`src/rtl/lut_dot_pkg.sv`:
```
package lut_dot_pkg;

   localparam int GRP_SIZE  = 4;
   localparam int HALF_ENTS = 8;

   typedef enum logic [2:0] {
      ST_IDLE,
      ST_LOAD,
      ST_FILL,
      ST_RUN,
      ST_FIN,
      ST_DONE
   } dot_state_e;

   // index of the last bit-plane for a width select code
   function automatic logic [1:0] last_plane(input logic [1:0] sel);
      case (sel)
         2'd0:    return 2'd0;
         2'd1:    return 2'd1;
         default: return 2'd3;
      endcase
   endfunction

endpackage

```
`src/rtl/lut_dot_table.sv`:
```
module lut_dot_table
   import lut_dot_pkg::*;
#(
   parameter int ACT_W = 8,
   parameter int NGRP  = 2,
   parameter int ENT_W = ACT_W + 3,
   localparam int GW   = (NGRP > 1) ? $clog2(NGRP) : 1
) (
   input  logic                           clk,
   input  logic                           rst_n,
   input  logic                           fill_en,
   input  logic [GW-1:0]                  fill_grp,
   input  logic [2:0]                     fill_pat,
   input  logic [NGRP*GRP_SIZE*ACT_W-1:0] acts_i,
   input  logic [GW-1:0]                  rd_grp,
   input  logic [3:0]                     rd_idx,
   output logic signed [ENT_W-1:0]        rd_val
);

   logic signed [ENT_W-1:0] fill_sum;
   logic signed [ENT_W-1:0] grp_rd [NGRP];
   logic [2:0]              rd_lo;
   logic signed [ENT_W-1:0] raw;

   // partial sum of the group being filled; element 3 always takes the minus sign
   always_comb begin
      fill_sum = '0;
      for (int i = 0; i < GRP_SIZE; i++) begin
         logic signed [ACT_W-1:0] a;
         logic signed [ENT_W-1:0] ax;
         a  = acts_i[(int'(fill_grp) * GRP_SIZE + i) * ACT_W +: ACT_W];
         ax = {{(ENT_W-ACT_W){a[ACT_W-1]}}, a};
         if (i < GRP_SIZE - 1 && fill_pat[i])
            fill_sum = fill_sum + ax;
         else
            fill_sum = fill_sum - ax;
      end
   end

   // symmetric half table: top index bit set reads the complement and negates
   assign rd_lo = rd_idx[3] ? ~rd_idx[2:0] : rd_idx[2:0];

   for (genvar g = 0; g < NGRP; g++) begin : g_grp
      logic signed [ENT_W-1:0] ent_q [HALF_ENTS];
      always_ff @(posedge clk or negedge rst_n) begin
         if (!rst_n) begin
            for (int e = 0; e < HALF_ENTS; e++) ent_q[e] <= '0;
         end else if (fill_en && fill_grp == GW'(g)) begin
            ent_q[fill_pat] <= fill_sum;
         end
      end
      assign grp_rd[g] = ent_q[rd_lo];
   end

   assign raw    = grp_rd[rd_grp];
   assign rd_val = rd_idx[3] ? -raw : raw;

endmodule

```
`src/rtl/lut_dot_acc.sv`:
```
module lut_dot_acc #(
   parameter int ENT_W = 11,
   parameter int ACC_W = 24
) (
   input  logic                    clk,
   input  logic                    rst_n,
   input  logic                    clr,
   input  logic                    add_en,
   input  logic signed [ENT_W-1:0] term_i,
   input  logic [1:0]              plane_i,
   output logic signed [ACC_W-1:0] sum_o
);

   logic signed [ACC_W-1:0] acc_q;
   logic signed [ACC_W-1:0] term_x;
   logic signed [ACC_W-1:0] scaled;

   assign term_x = {{(ACC_W-ENT_W){term_i[ENT_W-1]}}, term_i};
   assign scaled = term_x <<< plane_i;
   assign sum_o  = acc_q + scaled;

   always_ff @(posedge clk or negedge rst_n) begin
      if (!rst_n)      acc_q <= '0;
      else if (clr)    acc_q <= '0;
      else if (add_en) acc_q <= sum_o;
   end


   no_overflow_chk: assert property (@(posedge clk) disable iff (!rst_n)
      add_en |-> !((acc_q[ACC_W-1] == scaled[ACC_W-1]) && (sum_o[ACC_W-1] != acc_q[ACC_W-1])));

endmodule

```
`src/rtl/lut_dot_unit.sv`:
```
module lut_dot_unit
   import lut_dot_pkg::*;
#(
   parameter int ACT_W   = 8,
   parameter int DOT_LEN = 8,
   parameter int COL_W   = 4,
   parameter int ACC_W   = 24
) (
   input  logic               clk,
   input  logic               rst_n,
   input  logic               start_i,
   input  logic [1:0]         wsel_i,
   input  logic [COL_W-1:0]   ncols_m1_i,
   input  logic               act_valid_i,
   output logic               act_ready_o,
   input  logic [ACT_W-1:0]   act_data_i,
   input  logic               idx_valid_i,
   output logic               idx_ready_o,
   input  logic [3:0]         idx_bits_i,
   output logic               res_valid_o,
   output logic [ACC_W-1:0]   res_data_o,
   output logic               done_o
);

   localparam int NGRP   = DOT_LEN / GRP_SIZE;
   localparam int GW     = (NGRP > 1) ? $clog2(NGRP) : 1;
   localparam int ENT_W  = ACT_W + 3;
   localparam int FILL_N = NGRP * HALF_ENTS;
   localparam int FW     = $clog2(FILL_N);
   localparam int KW     = $clog2(DOT_LEN);

   if (DOT_LEN % GRP_SIZE != 0 || DOT_LEN < GRP_SIZE) begin : g_bad_len
      $error("DOT_LEN must be a positive multiple of the group size");
   end
   if (ACC_W < ENT_W + 3 + $clog2(NGRP + 1) + 1) begin : g_bad_acc
      $error("ACC_W too narrow for the worst-case sum");
   end

   dot_state_e                   state_q;
   logic [1:0]                   pl_last_q;
   logic [COL_W-1:0]             cols_q;
   logic [KW-1:0]                act_cnt;
   logic [DOT_LEN*ACT_W-1:0]     acts_q;
   logic [FW-1:0]                fill_cnt;
   logic [GW-1:0]                fill_grp;
   logic [GW-1:0]                g_cnt;
   logic [1:0]                   p_cnt;
   logic [COL_W-1:0]             c_cnt;
   logic                         act_beat, beat, last_g, last_p, col_end;
   logic                         res_valid_q;
   logic [ACC_W-1:0]             res_data_q;
   logic signed [ENT_W-1:0]      term;
   logic signed [ACC_W-1:0]      acc_sum;

   if (NGRP > 1) begin : g_multi
      assign fill_grp = fill_cnt[FW-1:3];
   end else begin : g_single
      assign fill_grp = '0;
   end

   assign act_ready_o = (state_q == ST_LOAD);
   assign idx_ready_o = (state_q == ST_RUN);
   assign done_o      = (state_q == ST_DONE);
   assign res_valid_o = res_valid_q;
   assign res_data_o  = res_data_q;

   assign act_beat = act_valid_i && act_ready_o;
   assign beat     = idx_valid_i && idx_ready_o;
   assign last_g   = (g_cnt == GW'(NGRP - 1));
   assign last_p   = (p_cnt == pl_last_q);
   assign col_end  = beat && last_g && last_p;

   lut_dot_table #(.ACT_W(ACT_W), .NGRP(NGRP), .ENT_W(ENT_W)) table_i (
      .clk      (clk),
      .rst_n    (rst_n),
      .fill_en  (state_q == ST_FILL),
      .fill_grp (fill_grp),
      .fill_pat (fill_cnt[2:0]),
      .acts_i   (acts_q),
      .rd_grp   (g_cnt),
      .rd_idx   (idx_bits_i),
      .rd_val   (term)
   );

   lut_dot_acc #(.ENT_W(ENT_W), .ACC_W(ACC_W)) acc_i (
      .clk     (clk),
      .rst_n   (rst_n),
      .clr     ((state_q == ST_IDLE && start_i) || col_end),
      .add_en  (beat),
      .term_i  (term),
      .plane_i (p_cnt),
      .sum_o   (acc_sum)
   );

   always_ff @(posedge clk or negedge rst_n) begin
      if (!rst_n) begin
         state_q   <= ST_IDLE;
         pl_last_q <= '0;
         cols_q    <= '0;
         act_cnt   <= '0;
         acts_q    <= '0;
         fill_cnt  <= '0;
         g_cnt     <= '0;
         p_cnt     <= '0;
         c_cnt     <= '0;
      end else begin
         case (state_q)
            ST_IDLE: if (start_i) begin
               pl_last_q <= last_plane(wsel_i);
               cols_q    <= ncols_m1_i;
               act_cnt   <= '0;
               state_q   <= ST_LOAD;
            end
            ST_LOAD: if (act_beat) begin
               acts_q[act_cnt*ACT_W +: ACT_W] <= act_data_i;
               act_cnt <= act_cnt + 1'b1;
               if (act_cnt == KW'(DOT_LEN - 1)) begin
                  fill_cnt <= '0;
                  state_q  <= ST_FILL;
               end
            end
            ST_FILL: begin
               fill_cnt <= fill_cnt + 1'b1;
               if (fill_cnt == FW'(FILL_N - 1)) begin
                  g_cnt   <= '0;
                  p_cnt   <= '0;
                  c_cnt   <= '0;
                  state_q <= ST_RUN;
               end
            end
            ST_RUN: if (beat) begin
               if (!last_g) begin
                  g_cnt <= g_cnt + 1'b1;
               end else begin
                  g_cnt <= '0;
                  if (!last_p) begin
                     p_cnt <= p_cnt + 1'b1;
                  end else begin
                     p_cnt <= '0;
                     c_cnt <= c_cnt + 1'b1;
                     if (c_cnt == cols_q) state_q <= ST_FIN;
                  end
               end
            end
            ST_FIN:  state_q <= ST_DONE;
            default: state_q <= ST_IDLE;
         endcase
      end
   end

   always_ff @(posedge clk or negedge rst_n) begin
      if (!rst_n) begin
         res_valid_q <= 1'b0;
         res_data_q  <= '0;
      end else begin
         res_valid_q <= col_end;
         if (col_end) res_data_q <= acc_sum;
      end
   end


   ready_excl_chk: assert property (@(posedge clk) disable iff (!rst_n)
      !(act_ready_o && idx_ready_o));


   res_after_beat_chk: assert property (@(posedge clk) disable iff (!rst_n)
      res_valid_o |-> $past(idx_valid_i && idx_ready_o));


   done_after_res_chk: assert property (@(posedge clk) disable iff (!rst_n)
      done_o |-> ($past(res_valid_o) && !idx_ready_o));


   done_single_chk: assert property (@(posedge clk) disable iff (!rst_n)
      done_o |=> !done_o);


   start_ignored_chk: assert property (@(posedge clk) disable iff (!rst_n)
      (idx_ready_o && start_i) |=> !act_ready_o);

endmodule

```
`config.mk`:
```
export PLATFORM = sky130hd
export DESIGN_NAME = lut_dot_unit
export DESIGN_NICKNAME = d
export VERILOG_FILES = /design/src/rtl/lut_dot_pkg.sv /design/src/rtl/lut_dot_table.sv /design/src/rtl/lut_dot_acc.sv /design/src/rtl/lut_dot_unit.sv
export SDC_FILE = /design/constraint.sdc
export NUM_CORES = 1
export LEC_CHECK = 0
export ABC_AREA = 0
export BUFFER_PORTS_ARGS = -buffer_cell sky130_fd_sc_hd__buf_2
export CELL_PAD_IN_SITES_DETAIL_PLACEMENT = 1
export CELL_PAD_IN_SITES_GLOBAL_PLACEMENT = 2
export CORE_ASPECT_RATIO = 1.4
export CORE_MARGIN = 3
export CORE_UTILIZATION = 35
export CTS_CLUSTER_SIZE = 40
export DETAILED_ROUTE_END_ITERATION = 8
export HOLD_SLACK_MARGIN = 0.05
export PLACE_DENSITY_LB_ADDON = 0.15
export SLEW_MARGIN = 20
export SYNTH_ARGS = -nofsm -noshare
export SYNTH_HDL_FRONTEND = slang
export SYNTH_HIERARCHICAL = 1
export SYNTH_SLANG_ARGS = --single-unit
```
`constraint.sdc`:
```
create_clock -name clk -period 8.7 [get_ports clk]
set_input_delay 0.87 -clock clk [delete_from_list [all_inputs] [get_ports clk]]
set_output_delay 0.87 -clock clk [all_outputs]
set_load 0.01 [all_outputs]
```
Word level (Yosys, flattened, before mapping) --
Cells that the tools add are included.
Storage, ports and cells: flip-flop bits (word level) 312, bits of input ports 23, logic and storage cells 153
Cells by class: add/subtract/negate cells 17, magnitude comparators 4, equality and inequality tests 18, shift-type cells 7, mux-type cells 51, bitwise gates (word level) 5, reductions and logical operators 23
Operator list (number):
- $shiftx A64 B8 Y8 | 3
- $bwmux W88 | 2
- $mux W11 | 12
- $bmux W11 S3 | 2
- $bwmux W64 | 1
- $shift A8 B34 Y64 const A | 1
- $shiftx A64 B7 Y8 | 1
- $shiftx A8 B34 Y64 | 1
- $mux W24 | 2
- $neg A6 Y34 | 1
- $demux W11 S3 | 1
- $mux W3 | 11
- $sub A11 B8 Y11 | 3
- $add A24 B24 Y24 | 1
- $mux W4 | 6
- $sshl A11 B2 Y24 | 1
- $add A11 B8 Y11 | 2
- $pmux W4 S2 | 2
- $pmux W3 S5 | 1
- $ne A2 B1 Y1 const B | 6
- $neg A11 Y11 | 1
- $eq A3 B3 Y1 const B | 3
- $reduce_and A3 Y1 | 3
- $sub A1 B8 Y9 const A | 1
- other kinds (34) | 57

Longest topological paths before layout --
word-level depth 15, mapped depth 27, mapped depth without buffers 24

Cells and area by module --
The synthesis kept the hierarchy.
By module, submodules not included:
- lut_dot_table | instances 1, cells each 1132, area each 11469.8 um2, sequential area each 4404.2 um2
- lut_dot_unit | instances 1, cells each 502, area each 4907.2 um2, sequential area each 2802.7 um2
- lut_dot_acc | instances 1, cells each 280, area each 2585.0 um2, sequential area each 600.6 um2

Least setup slack after synthesis --
No wires, ideal clock.
path kind reg2reg, start register fill_cnt[3], end register table_i/g_grp[0].ent_q[20] (netlist name), arrival 5813 ps, slack 2762 ps, cell stages (with the launch flop) 27, path buffers 3, cells stage by stage dfrtp_1 -> buf_2 -> buf_1 -> mux2i_1 -> ha_1 -> nor2_1 -> a21oi_1 -> ha_1 -> a21o_1 -> a21oi_1 -> o21bai_1 -> a21oi_1 -> o21bai_1 -> a21oi_1 -> nor4bb_1 -> a311o_1 -> ha_1 -> nor2b_1 -> a31oi_1 -> o311ai_0 -> a211o_1 -> ha_1 -> mux2_2 -> a311oi_1 -> o211ai_1 -> clkbuf_1 -> mux2_2
On the way: word-level cells in the longest chain between the ends 9, elaborated cells on any way between the ends 19, those cells by class 9 x add/sub; 4 x shift; 4 x mux; 1 x bitwise; 1 x reduce/logical
RTL lines:
- from (decl) | line lut_dot_unit.sv:44 | logic [FW-1:0] fill_cnt;
- from (signal assigned) | line lut_dot_unit.sv:123 | fill_cnt <= fill_cnt + 1'b1;
- $shiftx A64 B7 Y8 | line lut_dot_table.sv:31 | a = acts_i[(int'(fill_grp) * GRP_SIZE + i) * ACT_W +: ACT_W];
- $sub A1 B8 Y9 | line lut_dot_table.sv:36 | fill_sum = fill_sum - ax;
- $mux W11 | line lut_dot_table.sv:33 | if (i < GRP_SIZE - 1 && fill_pat[i])
- $sub A11 B8 Y11 / $add A11 B8 Y11 (equally long branches) | line lut_dot_table.sv:36, lut_dot_table.sv:34
- $mux W11 | line lut_dot_table.sv:33
- $sub A11 B8 Y11 / $add A11 B8 Y11 (equally long branches) | line lut_dot_table.sv:36, lut_dot_table.sv:34
- $mux W11 | line lut_dot_table.sv:33
- $sub A11 B8 Y11 | line lut_dot_table.sv:36
- $bwmux W88 | line lut_dot_table.sv:49 | ent_q[fill_pat] <= fill_sum;
- to (signal, indexed assignment) | line lut_dot_table.sv:49
- to (decl) | line lut_dot_table.sv:44 | logic signed [ENT_W-1:0] ent_q [HALF_ENTS];
Parallel ways exist; a longest one is shown, timed or not. A chain may end at the register's enable or synchronous reset.

Worst setup path after layout --
start register fill_cnt[3], end register table_i/g_grp[0].ent_q[43] (netlist name)
The elaborated chain is that of the path after synthesis.

==> results.md <==
- The run finished with clean final reports.
- After detailed routing, the total wire length is 56.0 mm.
- The number of H-tree levels is 2.
- In the global route stage, overall resource usage came out at 0.196.
- Once detail routing completed, the nets flagged for antenna violations numbered 0.
- Grouping stages by cell kind, the critical path spends the most delay in compound AO/OA/AOI/OAI gates.
- During placement, the flow inserted port buffers numbering 50.
- Across the routed clock network, the largest skew measured is 11.1 ps.
- The ratio of final minimum period to clock period is 0.757.
- The number of max-slew violations in the final report is 0.
- The nature of the critical path startpoint is a flop.
- The overall die area is 57,000 µm².
- At the worst endpoint, the required time is 9090 ps.
- For this configuration, the core starts out at a cell density of 0.355.
- The dominant combinational cell family by area after synthesis is simple AND/OR/NAND/NOR gates.
- The most numerous cell type found on the critical path is ha_1.
- Summed over all layers, the global routing overflow is 0.
- The tree is rooted in a clkbuf_16.
- The clock latency reported for the late side of the worst-skew pair is 550 ps.
- The last weighted congestion value of the routability-driven placer is between 0.8 and 0.9.
- The share of the synthesized area in compound gates (AO/OA/AOI/OAI) is 0.152.
- The post-cts gate resize count is 0.
- From left edge to right edge, the die measures 203 µm.
- The number of diodes added for antenna fixing is 0.
- The capture point of the critical path is table_i/g_grp[0].ent_q[43].
- In this run, synthesis produced a sequential element count of about 310.
- The floorplan step defined a core boundary enclosing 53,400 µm².
- Headroom to the max-slew limit came out at 0.272.
- Row generation in the floorplan step produced 100 rows.
- The slowest cell on the critical path is xnor2_2.
- The maximum fanout along the worst path is just over 40.
- In the routed layout, each cell is associated on average with a via count of 5.43.
- The synthesized area is 19,000 µm².
- In this run the vertical extent of the chip is about 280 µm.
- Synthesis produced about 1,900 cells.
- Of the cells placed in the final design, the portion with a size suffix greater than 1 is 0.165.
- The adder-cell share of the synthesized area is 0.0465.
- The share of synthesized area spent on multiplexers is 0.151.
- The end of the worst register-to-register path is table_i/g_grp[0].ent_q[43].
- The total of warnings raised by yosys is 6.
- The startpoint of the most critical setup path is fill_cnt[3].
- The number of antenna violations at the first check in global routing is 0.
- The most used flip-flop cell after synthesis is dfrtp_1.
- The buffers plus inverters on the worst setup path is 3.
- The mean routed wirelength per cell is 21.1 µm.
- Entering global routing, the biggest net connects roughly 160 pins.
- The startpoint of the lowest-slack register-to-register path is fill_cnt[3].
- The routed design could run at a clock period as short as 6590 ps.
- The maximum achievable frequency is between 150 and 200 MHz.
- The number of sinks on the clock net is between 300 and 400.
- Setup slack on the worst reg-to-reg path comes out at 2110 ps.
- The area growth from synthesis to final layout is 11.1%.
- The share of the Yosys chip area taken by registers is 0.412.
- After detailed placement, the design holds a cell count of 2,587.
- After clock tree synthesis, the flow added hold-fix buffers numbering 0.
- The total vias in the final route is 14,411.
- The tool flagged a number of max-cap violations equal to 0.
- For this run, the slowest stage of the critical path takes 860 ps.
- The clock-pin slew of the registers on the worst-case setup and hold paths is around 50 ps.
- The global-route wire length before repair is about 89 mm.
- At the worst endpoint, the arrival time is 6980 ps.
- The final cell count without fillers is 2,654.
- In this run, distinct cell masters in the synthesized netlist total 107.
- Setup violations remaining at the end of the flow were counted as 0.
- The via count of the first global-routing pass was 15,209.
- After the last flow step, the layout net total stands at around 2,000.
- Of the total synthesized cell area, the portion taken by XOR and XNOR cells is 0.0403.
- The cell count along the critical path is 24.
- The longest clock path from root to sink contains 3 buffers.
- Counting every net in the synthesized netlist gives 2,005.
- The worst setup path is captured at a flop.
- The setup TNS is 0 ps.
- The number of setup buffers added after CTS is 0.
- For the pin with the worst max-slew slack, the measured transition is 1090 ps.
- The type of the most critical hold path is in2async.
- Setup repair after global routing left no endpoint under its margin.
- After legalization and detailed placement, the total HPWL measured 40.6 mm.
- The CTS tree is yes.
- In this run, CTS created clock tree buffers numbering 38.
- The signal on the critical path passes through buf_4 -> mux2i_1 -> and3_1 -> nor2_1 -> xnor2_1 -> ha_1 -> inv_1 -> o21bai_1 -> a21oi_1 -> o21bai_1 -> a21oi_1 -> nor4bb_1 -> a311o_1 -> ha_1 -> inv_1 -> a31oi_1 -> o311ai_0 -> a211o_1 -> ha_1 -> nand2_1 -> o41ai_1 -> xnor2_1 -> xnor2_2 -> o21ai_0.
- Pin placement for this block handled 51 I/O pins.
- For this run, design rule violations remaining after detail routing come to 0.
- In this run, synthesis inferred 0 flip-flops with an integrated enable.
- The count of cells along the worst register-to-register path is 24.
- After the first detailed-routing iteration, the DRC count stood at 559.
- The detailed-router iteration count before antenna repair is 5.
- The worst setup path is of the reg2reg kind.
- The proportion of synthesized flip-flops having asynchronous set or reset is 1.00.
- The mean post-synth cell area is roughly 9.9 µm².
- The final number of hold-violating endpoints was 0.
- The post-synthesis share of cell area spent on and, or, nand and nor gates is 0.154.
-- cells by family after synthesis --
| group | after synthesis |
|---|---|
| compound gates | 435 |
| xor+xnor | 84 |
| fa+ha+maj | 68 |
| buf+inv | 177 |
| flops | 312 |
| mux | 204 |
| simple gates | 634 |
-- routing by layer --
layer	GRT usage	vias up	part of all wire
li1	-	6862	-
met1	0.230	7309	0.41
met2	0.373	164	0.54
met3	0.0241	76	0.024
met4	0.0587	0	0.030
met5	0	-	0
-- placed cells by master (no fill, tap or decap), types with 11 or more instances in the layout --
cell type,n
a21oi_1,55
a22oi_1,12
a31oi_1,12
and2_1,11
and3_1,13
buf_2,48
buf_4,21
clkbuf_16,41
dfrtp_1,311
ha_1,64
inv_1,64
mux2_2,80
mux2i_1,64
mux4_2,45
nand2_1,335
nand2b_1,18
nand3_1,50
nor2_1,96
nor2b_1,14
nor3_1,21
o211ai_1,12
o21ai_0,187
o21ai_2,13
o31ai_1,15
xnor2_1,54
xor2_1,24
-- flip-flops by register name (all words and copies together), names as in the netlist --
| register | count |
|---|---|
| table_i/g_grp.ent_q | 176 |
| acts_q | 64 |
| acc_i/acc_q | 24 |
| res_data_o | 24 |
| c_cnt | 4 |
| cols_q | 4 |
| fill_cnt | 4 |
| act_cnt | 3 |
| state_q | 3 |
| p_cnt | 2 |
| pl_last_q | 2 |
| g_cnt | 1 |
| res_valid_o | 1 |
-- final cells by class --
class,instances,area (µm²)
clock inverter,9,174
timing repair buffer,71,433
inverter,65,244
multi-input combinational,1425,10400
tap,714,893
sequential,312,7810
clock buffer,58,1160
fill,6078,32400
-- how the worst min path moves through the flow --
stage,start,endpoint,slack [ps],cells past startpoint
2_1_floorplan,acts_q[40],acts_q[40],440,2
3_3_place_gp,acts_q[40],acts_q[40],450,2
3_5_place_dp,acts_q[40],acts_q[40],460,2
5_1_grt,rst_n,table_i/g_grp[1].ent_q[5],380,1
6_report,rst_n,table_i/g_grp[1].ent_q[5],330,1
4_1_cts,rst_n,table_i/g_grp[1].ent_q[6],370,1
-- stage by stage --
step | setup slack [ps] | hold WS [ps] | utilization | instance area (µm²)
floorplan | 2760 | 438 | - | 19000
global placement | 1920 | 449 | 0.369 | 19700
detailed placement | 1750 | 459 | 0.369 | 19700
CTS | 2010 | 367 | 0.394 | 21100
global route | 1470 | 382 | 0.394 | 21100
finish | 2110 | 329 | 0.394 | 21100
-- Yosys cell counts, drive strengths merged, types with 44 or more instances --
cell type / count / share of area
nand2: 337 / 0.067
dfrtp: 312 / 0.41
o21ai: 206 / 0.057
nor2: 96 / 0.019
mux2: 86 / 0.052
clkbuf: 68 / 0.013
mux2i: 65 / 0.035
ha: 64 / 0.042
inv: 64 / 0.013
a21oi: 59 / 0.017
xnor2: 59 / 0.028
mux4: 53 / 0.065
nand3: 51 / 0.014
buf: 44 / 0.018
Power is left out: the tool's default activity adds up to more than one toggle a clock period on the data nets, which glitch-free logic cannot reach.
